<file path="src/rtl/iec_fmt_pkg.sv">
package iec_fmt_pkg;

  typedef enum logic {
    FMT_LINEAR  = 1'b0,
    FMT_PREPACK = 1'b1
  } fmt_mode_e;

  localparam int SUBFRAME_W = 32;

  // even parity over the 27 low bits, placed at bit 27
  function automatic logic par27(input logic [26:0] v);
    return ^v;
  endfunction

  function automatic logic [SUBFRAME_W-1:0] pack_linear(input logic [23:0] smp,
                                                        input logic        cs_bit,
                                                        input logic        blk_first);
    logic [SUBFRAME_W-1:0] w;
    w        = '0;
    w[23:0]  = smp;
    w[26]    = cs_bit;
    w[28]    = blk_first;
    w[27]    = par27(w[26:0]);
    return w;
  endfunction

  function automatic logic [SUBFRAME_W-1:0] pack_prepacked(input logic [SUBFRAME_W-1:0] raw);
    logic [SUBFRAME_W-1:0] w;
    w        = '0;
    w[27:0]  = raw[31:4];
    w[28]    = raw[3];
    return w;
  endfunction

endpackage

</file>
<file path="src/rtl/iec_cs_store.sv">
module iec_cs_store #(
  parameter int FRAMES = 192,
  parameter int LANES  = 8,
  localparam int AW    = $clog2(FRAMES),
  localparam int LW    = $clog2(LANES)
) (
  input  logic             clk,
  input  logic             wr_en,
  input  logic [AW-1:0]    wr_addr,
  input  logic [LANES-1:0] wr_bits,
  input  logic [AW-1:0]    rd_frame,
  input  logic [LW-1:0]    rd_lane,
  output logic             rd_bit
);
  localparam logic [AW-1:0] TOP_ADDR = AW'(FRAMES - 1);

  logic [LANES-1:0] mem [FRAMES];

  always_ff @(posedge clk) begin
    if (wr_en && (wr_addr <= TOP_ADDR)) mem[wr_addr] <= wr_bits;
  end

  logic [LANES-1:0] row;
  assign row    = mem[rd_frame];
  assign rd_bit = row[rd_lane];

endmodule

</file>
<file path="src/rtl/iec_frame_seq.sv">
module iec_frame_seq
  import iec_fmt_pkg::*;
#(
  parameter int FRAMES = 192,
  parameter int MAX_CH = 8,
  localparam int AW    = $clog2(FRAMES),
  localparam int LW    = $clog2(MAX_CH),
  localparam int CW    = $clog2(MAX_CH + 1)
) (
  input  logic          clk,
  input  logic          rst_n,
  input  logic          restart,
  input  logic          beat,
  input  logic          cfg_mode,
  input  logic [CW-1:0] cfg_lanes,
  output fmt_mode_e     mode_q,
  output logic [CW-1:0] lanes_q,
  output logic [AW-1:0] frame_idx,
  output logic [LW-1:0] lane_idx,
  output logic          blk_first
);
  localparam logic [AW-1:0] FRAME_TOP = AW'(FRAMES - 1);
  localparam logic [CW-1:0] MIN_LANES = CW'(2);
  localparam logic [CW-1:0] MAX_LANES = CW'(MAX_CH);

  function automatic logic [CW-1:0] limit_lanes(input logic [CW-1:0] req);
    if (req < MIN_LANES) return MIN_LANES;
    if (req > MAX_LANES) return MAX_LANES;
    return req;
  endfunction

  logic active;
  logic lane_last;
  logic frame_last;
  logic frame_step;

  assign lane_last  = (CW'(lane_idx) == (lanes_q - CW'(1)));
  assign frame_last = (frame_idx == FRAME_TOP);
  assign frame_step = beat && lane_last;
  assign blk_first  = (frame_idx == '0) && (lane_idx == '0);

  always_ff @(posedge clk or negedge rst_n) begin
    if (!rst_n) begin
      active    <= 1'b0;
      mode_q    <= FMT_LINEAR;
      lanes_q   <= MIN_LANES;
      frame_idx <= '0;
      lane_idx  <= '0;
    end else if (restart) begin
      active    <= 1'b0;
      mode_q    <= fmt_mode_e'(cfg_mode);
      lanes_q   <= limit_lanes(cfg_lanes);
      frame_idx <= '0;
      lane_idx  <= '0;
    end else begin
      if (!active) begin
        mode_q  <= fmt_mode_e'(cfg_mode);
        lanes_q <= limit_lanes(cfg_lanes);
      end
      if (beat) begin
        active <= 1'b1;
        if (lane_last) begin
          lane_idx  <= '0;
          frame_idx <= frame_last ? '0 : frame_idx + AW'(1);
        end else begin
          lane_idx <= lane_idx + LW'(1);
        end
      end
    end
  end

  assert_lane_in_range_R8: assert property (@(posedge clk) disable iff (!rst_n)
    (CW'(lane_idx) < lanes_q) && (lanes_q >= MIN_LANES) && (lanes_q <= MAX_LANES));

  assert_frame_wrap_R6: assert property (@(posedge clk) disable iff (!rst_n)
    (frame_step && frame_last && !restart) |=> (frame_idx == '0) && (lane_idx == '0));

  assert_no_step_idle_R10: assert property (@(posedge clk) disable iff (!rst_n)
    (!beat && !restart) |=> ($stable(frame_idx) && $stable(lane_idx)));

  assert_cfg_frozen_R9: assert property (@(posedge clk) disable iff (!rst_n)
    (active && !restart) |=> ($stable(mode_q) && $stable(lanes_q)));

endmodule

</file>
<file path="src/rtl/iec_word_pack.sv">
module iec_word_pack
  import iec_fmt_pkg::*;
(
  input  fmt_mode_e               mode,
  input  logic [SUBFRAME_W-1:0]   raw,
  input  logic                    cs_bit,
  input  logic                    blk_first,
  output logic [SUBFRAME_W-1:0]   word
);
  always_comb begin
    if (mode == FMT_PREPACK) word = pack_prepacked(raw);
    else                     word = pack_linear(raw[23:0], cs_bit, blk_first);
  end
endmodule

</file>
<file path="src/rtl/iec_subframe_fmt.sv">
module iec_subframe_fmt
  import iec_fmt_pkg::*;
#(
  parameter int FRAMES = 192,
  parameter int MAX_CH = 8,
  localparam int AW    = $clog2(FRAMES),
  localparam int LW    = $clog2(MAX_CH),
  localparam int CW    = $clog2(MAX_CH + 1)
) (
  input  logic                  clk,
  input  logic                  rst_n,
  input  logic                  restart,
  input  logic                  cfg_mode,
  input  logic [CW-1:0]         cfg_lanes,
  input  logic                  cs_wr_en,
  input  logic [AW-1:0]         cs_wr_addr,
  input  logic [MAX_CH-1:0]     cs_wr_bits,
  input  logic                  in_valid,
  output logic                  in_ready,
  input  logic [SUBFRAME_W-1:0] in_data,
  output logic                  out_valid,
  input  logic                  out_ready,
  output logic [SUBFRAME_W-1:0] out_data
);
  fmt_mode_e             mode_q;
  logic [CW-1:0]         lanes_q;
  logic [AW-1:0]         frame_idx;
  logic [LW-1:0]         lane_idx;
  logic                  blk_first;
  logic                  cs_bit;
  logic                  beat;
  logic [SUBFRAME_W-1:0] word;
  logic                  out_linear_q;

  assign in_ready = !restart && (!out_valid || out_ready);
  assign beat     = in_valid && in_ready;

  iec_frame_seq #(.FRAMES(FRAMES), .MAX_CH(MAX_CH)) u_seq (
    .clk       (clk),
    .rst_n     (rst_n),
    .restart   (restart),
    .beat      (beat),
    .cfg_mode  (cfg_mode),
    .cfg_lanes (cfg_lanes),
    .mode_q    (mode_q),
    .lanes_q   (lanes_q),
    .frame_idx (frame_idx),
    .lane_idx  (lane_idx),
    .blk_first (blk_first)
  );

  iec_cs_store #(.FRAMES(FRAMES), .LANES(MAX_CH)) u_cs (
    .clk      (clk),
    .wr_en    (cs_wr_en),
    .wr_addr  (cs_wr_addr),
    .wr_bits  (cs_wr_bits),
    .rd_frame (frame_idx),
    .rd_lane  (lane_idx),
    .rd_bit   (cs_bit)
  );

  iec_word_pack u_pack (
    .mode      (mode_q),
    .raw       (in_data),
    .cs_bit    (cs_bit),
    .blk_first (blk_first),
    .word      (word)
  );

  always_ff @(posedge clk or negedge rst_n) begin
    if (!rst_n) begin
      out_valid    <= 1'b0;
      out_data     <= '0;
      out_linear_q <= 1'b0;
    end else if (restart) begin
      out_valid <= 1'b0;
    end else if (beat) begin
      out_valid    <= 1'b1;
      out_data     <= word;
      out_linear_q <= (mode_q == FMT_LINEAR);
    end else if (out_ready) begin
      out_valid <= 1'b0;
    end
  end

  assert_hold_stalled_R10: assert property (@(posedge clk) disable iff (!rst_n)
    (out_valid && !out_ready && !restart) |=> (out_valid && $stable(out_data)));

  assert_restart_clears_R1: assert property (@(posedge clk) disable iff (!rst_n)
    restart |=> !out_valid);

  assert_even_parity_R5: assert property (@(posedge clk) disable iff (!rst_n)
    (out_valid && out_linear_q) |-> ($countones(out_data[27:0]) % 2 == 0));

  assert_linear_spare_zero_R2: assert property (@(posedge clk) disable iff (!rst_n)
    (out_valid && out_linear_q) |-> (out_data[31:29] == 3'b000 && out_data[25:24] == 2'b00));

endmodule

</file>
<file path="config.mk">
export PLATFORM = sky130hd
export DESIGN_NAME = iec_subframe_fmt
export DESIGN_NICKNAME = d
export VERILOG_FILES = /design/src/rtl/iec_fmt_pkg.sv /design/src/rtl/iec_cs_store.sv /design/src/rtl/iec_frame_seq.sv /design/src/rtl/iec_word_pack.sv /design/src/rtl/iec_subframe_fmt.sv
export SDC_FILE = /design/constraint.sdc
export NUM_CORES = 2
export LEC_CHECK = 0
export BUFFER_PORTS_ARGS = -buffer_cell sky130_fd_sc_hd__buf_2
export CAP_MARGIN = 0
export CELL_PAD_IN_SITES_DETAIL_PLACEMENT = 1
export CELL_PAD_IN_SITES_GLOBAL_PLACEMENT = 1
export CORE_ASPECT_RATIO = 0.75
export CORE_MARGIN = 2
export CORE_UTILIZATION = 50
export CTS_CLUSTER_SIZE = 40
export DETAILED_ROUTE_END_ITERATION = 8
export PLACE_DENSITY = 0.8
export SLEW_MARGIN = 20
export SYNTH_ARGS = -nofsm -noshare
export SYNTH_HDL_FRONTEND = slang
export SYNTH_HIERARCHICAL = 1
export SYNTH_SLANG_ARGS = --single-unit
export TNS_END_PERCENT = 5
</file>
<file path="constraint.sdc">
create_clock -name clk -period 5.5 [get_ports clk]
set_input_delay 1.1 -clock clk [delete_from_list [all_inputs] [get_ports clk]]
set_output_delay 1.1 -clock clk [all_outputs]
set_load 0.02 [all_outputs]
</file>
Word level (Yosys, flattened, before mapping)
Memories as Yosys holds them, arrays and structs flattened. Cells that the tools add are included.

$add $sub $neg: 3. Multipliers: 0. Divide/modulo/power cells: 0. Magnitude comparators: 4. Equality and inequality tests: 3. Shift-type cells: 0. Muxes and demuxes: 37. Bitwise operators: 1. Reductions and logical operators: 15.

Operators by type and width (number): 4-bit two-way mux (8); 8-bit two-way mux (4); 29-bit two-way mux (1); 27-bit parity (1); 1-bit two-way mux (20); 3-bit two-way mux (3); 8-bit by 1-bit adder with 8-bit output (second input constant) (1); 8-bit equality test (second input constant) (1); 8-bit <= comparator (second input constant) (1); 8-bit zero test (1); 3-bit by 4-bit equality test with 1-bit output (1); 4-bit greater-than comparator (second input constant) (1); 1-bit logical AND (4); 3-bit by 4-bit < comparator with 1-bit output (second input constant) (1); 4-bit by 2-bit < comparator with 1-bit output (second input constant) (1); 2-bit AND reduction (2); 2-bit nonzero test (2); 4-bit by 1-bit subtractor with 4-bit output (second input constant) (1); 3-bit by 1-bit adder with 3-bit output (second input constant) (1); 1-bit binary-select mux with 3-bit select (1); 3-bit zero test (1); 3-bit nonzero test (1); 1-bit zero test (2); 2-bit inequality test (second input constant) (1); 2 further kinds (2).

Register bits after elaboration: 50. Latch bits: 0. RAM bits: 1536. Bits in read-only memories: 0. Input bits: 59. Output and inout bits: 34. Word-level logic and storage cells: 71. Memories kept: 1.

Memories: u_cs.mem (words 192, bits a word 8, read ports 1, clocked after memory_dff 0, wr ports 1, line iec_cs_store.sv:17) `logic [LANES-1:0] mem [FRAMES];`.

Depth between registers and ports, before layout
Depth after elaboration: 11. Gate-level depth with buffers: 20. Mapped depth without buffers: 14.

Modules after synthesis
Netlist, hierarchy kept.

Modules (own cells, without submodules): iec_cs_store (instances 1, cells an instance 2832, area an instance 60083.9 um2, seq. area each 46124.2 um2); iec_subframe_fmt (instances 1, cells an instance 73, area an instance 1263.7 um2, seq. area each 825.8 um2); iec_frame_seq (instances 1, cells an instance 107, area an instance 1024.7 um2, seq. area each 426.7 um2); iec_word_pack (instances 1, cells an instance 59, area an instance 579.3 um2, seq. area each 0.0 um2).

Least setup slack after synthesis
No wires, ideal clock.

Path type: register to register. Start point: register u_seq.frame_idx[0]. End point: register out_data[27]. Setup time: 0.125 ns. Arrival: 3.752 ns. Required time: 5.375 ns. Slack: 1.623 ns. Stages on the path, launching flop included: 17. Path buffers: 4. Clock period less this slack: 3.877 ns. Cells stage by stage: dfrtp_1 > buf_6 > buf_6 > buf_2 > buf_4 > mux4_2 > mux4_2 > a22oi_1 > nand3_1 > nand4_1 > nand4_1 > xnor2_1 > xnor2_1 > xnor2_2 > xnor3_1 > o21ai_1 > mux2_2.

Word-level cells in the longest chain between the ends: 5.

Ends and longest elaborated chain: start, declared (line iec_frame_seq.sv:18) `output logic [AW-1:0] frame_idx,`; start signal, assigned (line iec_frame_seq.sv:64) `frame_idx <= frame_last ? '0 : frame_idx + AW'(1);`; memory read 192 x 8 bit; 1-bit binary-select mux with 3-bit select (line iec_cs_store.sv:25) `assign rd_bit = row[rd_lane];`; 1-bit two-way mux (not written as such) (line iec_cs_store.sv:25); via cs_bit (line iec_subframe_fmt.sv:30) `logic cs_bit;`; 27-bit parity (line iec_fmt_pkg.sv:12) `return ^v;`; 29-bit two-way mux (line iec_word_pack.sv:11) `if (mode == FMT_PREPACK) word = pack_prepacked(raw);`; via word[27] (line iec_subframe_fmt.sv:32) `logic [SUBFRAME_W-1:0] word;`; end signal, assigned (line iec_subframe_fmt.sv:79) `out_data <= word;`; end, declared (line iec_subframe_fmt.sv:23) `output logic [SUBFRAME_W-1:0] out_data`.

The timed path passes the listed nets, and every way through them passes these cells. The select of a mux whose other input is x is not followed. A chain may end at the register's enable or synchronous reset.

Final worst setup path
Start point: register u_seq.frame_idx[1]. End point: register out_data[27].

Same word-level chain as after synthesis.

==> impl_metrics.yaml <==
power_and_ir_drop:
  power_density_nw_per_um2: 342
  power_mw: 24.1
  ir_drop_v: 0.000309
  power_leakage_nw: 21.7
grt:
  grt_pass1_vias: 35000
  gr-total-overflow: 0
  grt_pass1_wl_microns: 265000
  grt_start_max_net_pins: 131
  antenna_found_initial: 11
  track_usage_pct: 29.2
placed_design:
  finalWeightedCongestion: 0.921
  io_buffers: 92
  hpwl_microns: 118000
clock_tree:
  post-cts-setup-buffers: 0
  clock-sinks: 1586
  clk_latency_ns: 0.80
  htree_levels: 4
  cts_tree: "done"
  clk_pin_slew_worst_paths_ns: 0.06
  numCtsBuffers: 151
  hold_buffers: 0
  clk_path_buf_depth: 3
  ctsResizeCount: 0
  root_buffer: "clkbuf_16"
yosys:
  synth_async_sr_flop_share_pct: 3.15
  synth_xor_area_share_pct: 0.431
  yosysUniqueCellTypes: 82
  synth_compound_area_share_pct: 2.22
  yosys_warnings: 6
  synth_most_common_cell: "edfxtp_1"
  synthMuxAreaShare_pct: 16.5
  synth_ff_type: "edfxtp_1"
  yosys.area_share.adder_pct: 0.0994
  synth_top_area_share_pct: 73.3
  synthTopCellsByArea: "edfxtp_1 (73%), mux4_2 (14%), dfrtp_1 (1.9%)"
  synth_top_family_by_area: "multiplexers"
  synth-seq-cells: 1586
  yosysSeqAreaShare_pct: 75.3
  yosys.area.top_type: "edfxtp_1"
  netlist_instances: 3071
  synth_edf_count: 1536
  synth_common_cells: "edfxtp_1 (1536), mux4_2 (386), nor2_1 (250), nand2_1 (114), mux2_2 (74)"
  synth_simple_gate_area_share_pct: 3.86
  netlist_area_sq_um: 63000
  syn_avg_cell_area_sq_um: 20.5
setup_path:
  slowest_stage: "dfrtp_4"
  critPathCaptureType: "flop"
  crit_chain: "buf_12 -> buf_12 -> mux4_2 -> a22oi_1 -> nand4_1 -> a31oi_1 -> o22ai_1 -> nand4_1 -> a32o_1 -> nand4_1 -> xnor2_1 -> xnor2_1 -> xnor2_2 -> xnor3_1 -> o21ai_1 -> mux2_2"
  path_max_fanout: 35
  critical_path_class: "flop to flop"
  max_stage_delay_ns: 0.88
  cpLargestDelayFamily: "compound AO/OA/AOI/OAI gates"
  crit_buf_inv: 2
  startpoint_type: "flop"
  startpoint: "u_seq/frame_idx[1]"
  crit_top_cell: "nand4_1"
  worst-r2r-setup-slack_ns: 0.24
  cp.arrival_ns: 5.93
  r2r_start: "u_seq/frame_idx[1]"
  worstRegToRegCells: 16
  r2r-end: "out_data[27]"
  worstPathRequired_ns: 6.16
sta:
  max_slew_margin_pct: 16.7
  fin_crit_ns: 5.26
  tns_ns: 0
  worst_pin_slew_ns: 1.25
  slew_violations: 0
  fmax_ghz: 0.190
  hold_viol: 0
  final-setup-viol-count: 0
  fin_crit_sh_pct: 95.7
  rsz0062_at_grt: "false"
  skew_ns: 0.0216
detailed_routing:
  wl_per_cell_microns: 36.6
  antenna_left: 0
  dr.pass1.iters: 6
  drt_wl_total_microns: 185000
  drc_errors: 0
  first_iter_violations: 5405
  viasPerCell: 6.75
  vias: 34200
floorplan:
  die_x_microns: 414
  ios: 93
  rows: 112
  core_area_sq_um: 125000
  die_y_microns: 311
  initial_utilization_pct: 50.5
  dieArea_sq_um: 129000
job:
  drv_cap: 0
cells_and_area:
  fillers: 10700
  area_growth_syn_to_layout_pct: 12.1
  multi_input_area_sq_um: 14600
  seqCellArea_sq_um: 47400
  finalNetCount: 3353
  drive_gt1_share_pct: 27.2
outcome:
  status: "finished clean"
min_path:
  hold_class: "primary input to async pin"
## logic make-up after synthesis
kind of cell | Yosys count
AO/OA/AOI/OAI | 194
buffers and inverters | 189
flip-flops | 1586
other | 1
multiplexers | 534
adder cells (fa/ha/maj) | 5
AND/OR/NAND/NOR | 535
XOR/XNOR | 27
## sequential cells by signal, indices dropped and copies added (netlist names)
signal and flops:
u_seq/lanes_q 4, out_data 32, u_seq/lane_idx 3, u_seq/active 1, u_seq/mode_q 1, out_valid 1, u_seq/frame_idx 8, u_cs/mem 1536
## layout make-up
class	count	area share, %
sequential	1586	67.2
multi-input combinational	1298	20.6
clock buffer	192	5.72
tap	1653	2.93
timing repair buffer	235	2.64
clock inverter	80	0.814
inverter	17	0.0922
antenna	2	0.00709
## power by group
group          switching (mW)  total [mW]  internal, mW
sequential             0.0436        13.4          13.3
combinational           0.539       0.779         0.241
clock                    4.50        9.99          5.48
## worst reg2reg max path, cell delays in order, from the launching register on
cell     delay [ns]
dfrtp_4        0.88
buf_12         0.39
buf_12         0.24
mux4_2         0.54
a22oi_1        0.28
nand4_1        0.19
a31oi_1        0.39
o22ai_1        0.25
nand4_1        0.19
a32o_1         0.17
nand4_1        0.36
xnor2_1        0.33
xnor2_1        0.14
xnor2_2        0.16
xnor3_1        0.29
o21ai_1        0.07
mux2_2         0.28
## worst max path at each step
stage,slack (ns),depth (start not counted),to
2_1_floorplan,1.62,16,out_data[27]
3_3_place_gp,0.35,16,out_data[27]
3_5_place_dp,0.33,16,out_data[27]
4_1_cts,0.28,16,out_data[27]
5_1_grt,0.08,16,out_data[27]
6_report,0.24,16,out_data[27]
## per-layer routing
layer	share of wire, %	wire (microns)	GRT usage [%]
met5	0.045	83	0
met4	3.9	7180	10.3
met3	13	24200	9.38
met2	45	83300	42.4
met1	38	70700	41.8
## layout by cell type (no fill, tap or decap), types with 36 or more instances in the layout
| cell | instances |
|---|---|
| edfxtp_1 | 1536 |
| mux4_2 | 386 |
| nor2_1 | 247 |
| clkbuf_16 | 156 |
| buf_4 | 120 |
| nand2_1 | 114 |
| buf_2 | 84 |
| mux2_2 | 74 |
| mux2i_1 | 68 |
| nand3_1 | 48 |
| dfrtp_1 | 43 |
| clkinv_1 | 37 |
| clkbuf_1 | 36 |
## per-stage QoR
step                util (%)  hold WS (ns)  worst slack [ns]  instances  area, sq um
floorplan                  -         0.467              1.62       3073        63000
global placement        52.9         0.482             0.353       4788        65900
detailed placement      52.9         0.490             0.332       4788        65900
CTS                     56.6         0.372             0.283       5060        70500
global route            56.6         0.425            0.0801       5062        70600
finish                  56.6         0.393             0.235       5063        70600
(Power assumes the default switching activity.)
